$ cat config.mk
export PLATFORM = sky130hd
export DESIGN_NAME = trx_mode_ctrl
export DESIGN_NICKNAME = d
export VERILOG_FILES = /design/src/rtl/trx_mode_pkg.sv /design/src/rtl/trx_mode_decode.sv /design/src/rtl/trx_pa_timer.sv /design/src/rtl/trx_en_reg.sv /design/src/rtl/trx_mode_ctrl.sv
export SDC_FILE = /design/constraint.sdc
export NUM_CORES = 1
export LEC_CHECK = 0
export BUFFER_PORTS_ARGS = -buffer_cell sky130_fd_sc_hd__clkbuf_2
export CAP_MARGIN = 5
export CELL_PAD_IN_SITES_DETAIL_PLACEMENT = 2
export CELL_PAD_IN_SITES_GLOBAL_PLACEMENT = 2
export CORE_MARGIN = 8
export CORE_UTILIZATION = 30
export DETAILED_ROUTE_END_ITERATION = 16
export GPL_ROUTABILITY_DRIVEN = 0
export GPL_TIMING_DRIVEN = 1
export PLACE_DENSITY_LB_ADDON = 0.1
export SLEW_MARGIN = 15
export SYNTH_ARGS = -nofsm -noshare
export SYNTH_HDL_FRONTEND = slang
export SYNTH_SLANG_ARGS = --single-unit
$ cat constraint.sdc
create_clock -name clk -period 2.4 [get_ports clk]
set_input_delay 0.72 -clock clk [delete_from_list [all_inputs] [get_ports clk]]
set_output_delay 0.72 -clock clk [all_outputs]
set_load 0.05 [all_outputs]
$ cat src/rtl/trx_mode_pkg.sv
package trx_mode_pkg;

   typedef enum logic [2:0] {
      M_OFF, M_STBY, M_CLKO, M_RX, M_TX, M_TXCAL, M_RXCAL, M_IDLE
   } mode_e;

   localparam logic [1:0] CFG_SLAVE = 2'b10;
   localparam logic [1:0] FLD_RUN   = 2'b01;
   localparam logic [1:0] FLD_CAL   = 2'b11;

   typedef struct packed {
      logic rx;
      logic tx;
      logic pll;
      logic clko;
      logic lna;
      logic padrv;
      logic amdet;
      logic loopbk;
   } pwr_t;

   localparam int PWR_W = $bits(pwr_t);

endpackage

$ cat src/rtl/trx_mode_decode.sv
module trx_mode_decode
   import trx_mode_pkg::*;
(
   input  logic       pin_en,
   input  logic       pin_rxtx,
   input  logic [1:0] mode_fld,
   input  logic [1:0] cfg_sel,
   output pwr_t       pwr,
   output logic       tx_active
);

   mode_e mode;
   logic  pll_local;

   assign pll_local = (cfg_sel != CFG_SLAVE);

   always_comb begin
      if (!pin_en) begin
         if (!pin_rxtx)                mode = M_OFF;
         else if (mode_fld == FLD_RUN) mode = M_STBY;
         else                          mode = M_CLKO;
      end else begin
         case (mode_fld)
            FLD_RUN: mode = pin_rxtx ? M_RX    : M_TX;
            FLD_CAL: mode = pin_rxtx ? M_RXCAL : M_TXCAL;
            default: mode = M_IDLE;
         endcase
      end
   end

   always_comb begin
      pwr      = '0;
      pwr.clko = pin_en | pin_rxtx;
      case (mode)
         M_STBY:  pwr.pll = pll_local;
         M_RX: begin
            pwr.rx  = 1'b1;
            pwr.lna = 1'b1;
            pwr.pll = pll_local;
         end
         M_TX: begin
            pwr.tx    = 1'b1;
            pwr.padrv = 1'b1;
            pwr.pll   = pll_local;
         end
         M_TXCAL: begin
            pwr.tx    = 1'b1;
            pwr.amdet = 1'b1;
            pwr.pll   = pll_local;
         end
         M_RXCAL: begin
            pwr.rx     = 1'b1;
            pwr.tx     = 1'b1;
            pwr.loopbk = 1'b1;
            pwr.pll    = pll_local;
         end
         default: ;
      endcase
   end

   assign tx_active = (mode == M_TX);

endmodule

$ cat src/rtl/trx_pa_timer.sv
module trx_pa_timer #(
   parameter int DLY_W = 8
) (
   input  logic             clk,
   input  logic             rst_n,
   input  logic             tx_active,
   input  logic [DLY_W-1:0] delay,
   output logic             pa_next
);

   logic [DLY_W-1:0] cnt;

   always_ff @(posedge clk or negedge rst_n) begin
      if (!rst_n)
         cnt <= '0;
      else if (!tx_active)
         cnt <= '0;
      else if (cnt < delay)
         cnt <= cnt + 1'b1;
   end

   assign pa_next = tx_active && (cnt >= delay);

endmodule

$ cat src/rtl/trx_en_reg.sv
module trx_en_reg #(
   parameter int W         = 9,
   parameter bit ASYNC_RST = 1'b1
) (
   input  logic         clk,
   input  logic         rst_n,
   input  logic [W-1:0] d,
   output logic [W-1:0] q
);

   generate
      if (ASYNC_RST) begin : g_async
         always_ff @(posedge clk or negedge rst_n) begin
            if (!rst_n) q <= '0;
            else        q <= d;
         end
      end else begin : g_sync
         always_ff @(posedge clk) begin
            if (!rst_n) q <= '0;
            else        q <= d;
         end
      end
   endgenerate

endmodule

$ cat src/rtl/trx_mode_ctrl.sv
module trx_mode_ctrl
   import trx_mode_pkg::*;
#(
   parameter int DLY_W     = 8,
   parameter bit ASYNC_RST = 1'b1
) (
   input  logic             clk,
   input  logic             rst_n,
   input  logic             pin_en,
   input  logic             pin_rxtx,
   input  logic [1:0]       mode_fld,
   input  logic [1:0]       cfg_sel,
   input  logic [DLY_W-1:0] pa_delay,
   output logic             rx_en,
   output logic             tx_en,
   output logic             pll_en,
   output logic             clk_out_en,
   output logic             lna_en,
   output logic             pa_drv_en,
   output logic             am_det_en,
   output logic             loopback_en,
   output logic             pa_en
);

   localparam int OUT_W = PWR_W + 1;

   generate
      if (DLY_W < 1 || DLY_W > 24) begin : g_bad_dly_w
         $error("trx_mode_ctrl: DLY_W must be 1..24");
      end
   endgenerate

   pwr_t             pwr_d;
   logic             tx_active;
   logic             pa_d;
   logic [OUT_W-1:0] out_q;
   pwr_t             pwr_q;

   trx_mode_decode u_dec (
      .pin_en    (pin_en),
      .pin_rxtx  (pin_rxtx),
      .mode_fld  (mode_fld),
      .cfg_sel   (cfg_sel),
      .pwr       (pwr_d),
      .tx_active (tx_active)
   );

   trx_pa_timer #(.DLY_W(DLY_W)) u_pa (
      .clk       (clk),
      .rst_n     (rst_n),
      .tx_active (tx_active),
      .delay     (pa_delay),
      .pa_next   (pa_d)
   );

   trx_en_reg #(.W(OUT_W), .ASYNC_RST(ASYNC_RST)) u_reg (
      .clk   (clk),
      .rst_n (rst_n),
      .d     ({pwr_d, pa_d}),
      .q     (out_q)
   );

   assign pwr_q       = pwr_t'(out_q[OUT_W-1:1]);
   assign pa_en       = out_q[0];
   assign rx_en       = pwr_q.rx;
   assign tx_en       = pwr_q.tx;
   assign pll_en      = pwr_q.pll;
   assign clk_out_en  = pwr_q.clko;
   assign lna_en      = pwr_q.lna;
   assign pa_drv_en   = pwr_q.padrv;
   assign am_det_en   = pwr_q.amdet;
   assign loopback_en = pwr_q.loopbk;

endmodule

# After elaboration in Yosys (flattened, before gate mapping)
# Index checks and enable logic that the tools add are counted.
dict set report word_totals {
  regBits 17
  inputBits 16
  out_inout_bits 9
  elab_cells 34
}
dict set report op_classes {
  n_addsub 1
  magnitude_cmp 2
  n_eq_ne 9
  n_mux 15
  n_bitwise 1
  n_reduce_logical 4
}
# op n
set ops {}
lappend ops {{$mux W8} 2}
lappend ops {{$eq A3 B3 Y1 const B} 3}
lappend ops {{$mux W3} 3}
lappend ops {{$add A8 B1 Y8 const B} 1}
lappend ops {{$ge A8 B8 Y1} 1}
lappend ops {{$lt A8 B8 Y1} 1}
lappend ops {{$mux W1} 7}
lappend ops {{$pmux W3 S2} 1}
lappend ops {{$reduce_or A5 Y1} 1}
lappend ops {{$mux W2} 2}
lappend ops {{$ne A2 B2 Y1 const B} 2}
lappend ops {{$eq A3 B1 Y1 const B} 1}
lappend ops {{$eq A3 B2 Y1 const B} 1}
lappend ops {{$reduce_or A3 Y1} 1}
lappend ops {{$eq A2 B1 Y1 const B} 1}
lappend ops {{$eq A2 B2 Y1 const B} 1}
lappend ops {{$reduce_or A2 Y1} 1}
lappend ops {{$logic_and A1 B1 Y1} 1}
lappend ops {{$or A1 B1 Y1} 1}

# Longest topological paths before layout
dict set report depth {
  ltp_word 7
  ltp_mapped 8
  ltp_nobuf 7
}

# Hierarchy
# From an unflattened synthesis, not the netlist that was laid out.
dict set report unflattened {
  hier_cells 97
  hier_area_um2 970.9
}
# module n_inst cells_per_inst area_each_um2 seq_area_each_um2
set by_module_without_submodules {}
lappend by_module_without_submodules {trx_pa_timer 1 76 658.1 200.2}
lappend by_module_without_submodules {trx_en_reg 1 9 225.2 225.2}
lappend by_module_without_submodules {trx_mode_decode 1 12 87.6 0.0}

# Worst setup path after synthesis
# OpenSTA, ideal clock, no wires.
dict set report synth_timing {
  path_kind {input to register}
  start {input pa_delay[1]}
  end {register u_pa.cnt[7]}
  setup_time_ns 0.078
  arrival_ns 2.037
  t_required_ns 2.322
  path_slack_ns 0.285
  path_stages 7
  n_path_buf 0
  cell_sequence {inv_1 ha_1 nor2b_4 o211ai_2 a21oi_2 or4_1 a21oi_1}
}
dict set report synth_between {
  elab_chain_len 2
}
# item line
set synth_rtl {}
lappend synth_rtl {{start, declared} trx_mode_ctrl.sv:13} ;# input logic [DLY_W-1:0] pa_delay,
lappend synth_rtl {{$lt A8 B8 Y1} trx_pa_timer.sv:18} ;# else if (cnt < delay)
lappend synth_rtl {{$ne A2 B2 Y1 (no line)} --}
lappend synth_rtl {{end signal, assigned} trx_pa_timer.sv:19} ;# cnt <= cnt + 1'b1;
lappend synth_rtl {{end, declared} trx_pa_timer.sv:11} ;# logic [DLY_W-1:0] cnt;
# Every way passes these cells.
# A chain may end at the register's enable or synchronous reset.

# Worst setup path in the final report
dict set report layout_timing {
  start {input pa_delay[7]}
  end {register u_pa.cnt[4]}
}
# The elaborated chain is that of the path after synthesis.

==> flow_metrics.py <==
metrics = {
    "floorplan": {
        "coreArea_mm2": 0.00300,
        "die_x_um": 71.9,
        "initial_utilization_pct": 31.3,
        "die_h_um": 71.9,
        "boundaryPins": 25,
        "num_rows": 20,
        "die_area_mm2": 0.00517,
    },
    "critical_path": {
        "endpoint_kind": "flop",
        "cpLargestDelayFamily": "compound AO/OA/AOI/OAI gates",
        "required_ps": 2620,
        "critical_path.startpoint_type": "input pin",
        "worst-path-buf-inv": 2,
        "worstPathMaxFanout": 7,
        "critPathMostFrequentCell": "a21oi_1",
        "critPathKind": "in2reg",
        "crit_slowest_cell": "or3_1",
        "arrival_ps": 2290,
        "slowest_delay_ps": 330,
        "path_cells": "clkbuf_2, inv_1, ha_1, a21oi_1, o21a_1, nand4_1, or3_1, a21oi_1",
    },
    "detailed_routing": {
        "via_per_inst": 5.36,
        "drtPass1Iterations": 3,
        "drc": 0,
        "vias": 841,
        "drt_iter0_drc": 5,
        "drt-total-wl_um": 2580,
        "wire_per_inst_um": 16.4,
        "ant_nets": 0,
    },
    "grt": {
        "grt_pass1_vias": 943,
        "antenna_found_initial": 0,
        "grtUsageMet1_pct": 12.4,
        "met2_usage_pct": 18.3,
        "grt_max_degree": 18,
        "grt_pass1_wl_um": 4400,
        "busiest_layer": "met2",
        "grt.overflow.total": 0,
        "grt.total_usage_pct": 10.7,
        "use_met3_pct": 3.86,
    },
    "clocking": {
        "cts-buffers-inserted": 3,
        "cts.sinks": 17,
        "cts-resized-gates": 0,
        "cts_buffer_depth": 2,
        "holdBufCountCts": 0,
        "htree_levels": 1,
        "cts_tree": "built",
        "post_cts_buffers": 0,
        "insertion_delay_ps": 290,
        "clkTransAtPathRegs_ps": 110,
        "clockRootBuffer": "clkbuf_4",
    },
    "timing": {
        "layout_min_cycle_time_ps": 2070,
        "min_period_over_period_pct": 86.2,
        "whs_ps": 339,
        "rsz0062_at_grt": "no",
        "final_critical_path_setup_slack_ps": 332,
        "setup_viol": 0,
        "worstMarginPinSlew_ps": 435,
        "maxSlewHeadroom_pct": 71.0,
        "final.setup.tns_ps": 0,
        "finalHoldViolations": 0,
        "fin_skew_ps": 13.8,
        "slew_violations": 0,
        "max_freq_ghz": 0.483,
    },
    "logic_synthesis": {
        "ys_ff_latch": 17,
        "syn_area_per_cell_um2": 9.78,
        "syn_nets": 121,
        "synth_area_um2": 938,
        "synth_edf_count": 0,
        "netlist_instances": 96,
        "ys_seq_area_share_pct": 45.3,
        "synthArstFlopShare_pct": 100,
        "yosys_warnings": 0,
        "synth_flop_cell": "dfrtp_1",
        "synthDistinctLibCells": 27,
    },
    "place": {
        "dpl.hpwl_um": 2120,
        "dpl.cell_count": 153,
        "io_buffer_count": 24,
        "post-place-ws_ps": 19.5,
    },
    "power": {
        "intPower_mw": 0.377,
        "p_clk_share_pct": 29.4,
        "power.leakage_nw": 0.579,
        "irDropWorstVdd_mv": 0.257,
        "power.share.sequential_pct": 56.9,
        "p_sw_mw": 0.138,
        "p_sw_share_pct": 26.8,
        "combPwrFrac_pct": 13.7,
        "powerDensity_mw_per_mm2": 458,
    },
    "finish": {
        "multi_input_area_um2": 460,
        "antenna_cells": 0,
        "syn_to_final_growth_pct": 20.1,
        "final_common_cell": "clkbuf_2",
        "drive_above_1_share_pct": 29.0,
        "num-fill-cells": 345,
        "seqCellArea_um2": 425,
        "layout.nets": 150,
        "layout.cells.non_filler": 157,
        "layout_common_cells": "clkbuf_2, dfrtp_1, a21oi_1",
    },
    "status": {
        "status": "finished, final reports clean",
    },
    "flow_run": {
        "cap_violations": 0,
    },
    "min_path": {
        "hold_class": "in2async",
    },
}
[final timing paths]
path	endpoint	slack, ps	from	cells after the start
setup / recovery	u_pa.cnt[4]	330	pa_delay[7]	8
hold / removal	u_pa.cnt[5]	340	rst_n	1
setup reg to reg	u_pa.cnt[4]	430	u_pa.cnt[3]	6
hold reg to reg	u_pa.cnt[7]	600	u_pa.cnt[7]	2
max in group asynchronous	u_pa.cnt[1]	1740	rst_n	1
min in group clk	u_pa.cnt[7]	600	u_pa.cnt[7]	2
[stage by stage]
step	area (µm²)	utilization [%]	total power, mW
floorplan	938	-	0.340
global placement	1100	36.6	0.368
detailed placement	1100	36.6	0.372
CTS	1130	37.5	0.528
global route	1130	37.5	0.541
finish	1130	37.5	0.516
[cell type report]
type                            count  area share, %
Sequential cell                    17           37.7
Tap cell                           33           3.66
Clock inverter                      1          0.444
Clock buffer                        3           2.00
Timing Repair Buffer               26           12.0
Multi-Input combinational cell     67           40.8
Inverter                           10           3.33
[Yosys cell counts (2+ instances only)]
cell      n  share of area [%]
nand3_1   3                1.6
or3_1     6                4.0
nor2_1    3                1.2
nor2b_1   2                1.3
dfrtp_1  17                 45
inv_1    10                4.0
and2_1    2                1.3
a21oi_1  11                5.9
nand2_1   4                1.6
o21ai_0   8                4.3
nand4_1   5                3.3
and3_1    2                1.3
ha_1      9                 12
[registers in the layout, indices dropped and copies added (netlist names)]
name,count
u_reg.q,9
u_pa.cnt,8
[power groups by stage]
stage / clock network, mW / logic (mW) / registers [mW]
after floorplan: 0 / 0.0216 / 0.318
after global placement: 0 / 0.0691 / 0.299
after detailed placement: 0 / 0.0722 / 0.300
after CTS: 0.162 / 0.0723 / 0.294
after global routing: 0.168 / 0.0780 / 0.294
final: 0.152 / 0.0705 / 0.294
[cell families (layout without fill, tap and decap cells)]
| kind of cell | count (synthesis) | after routing | share of synthesized area (%) |
|---|---|---|---|
| AO/OA/AOI/OAI | 25 | 25 | 16.1 |
| adder cells (fa/ha/maj) | 9 | 9 | 12.0 |
| buffers and inverters | 12 | 40 | 5.60 |
| flip-flops | 17 | 17 | 45.3 |
| AND/OR/NAND/NOR | 33 | 33 | 20.9 |
[layer usage]
layer / share of wire, % / routed length (µm)
met2: 54 / 1400
met3: 3.9 / 101
met5: 0 / 0
met1: 41 / 1070
met4: 0.39 / 10
Note: power is estimated with default switching activity, not from simulation.
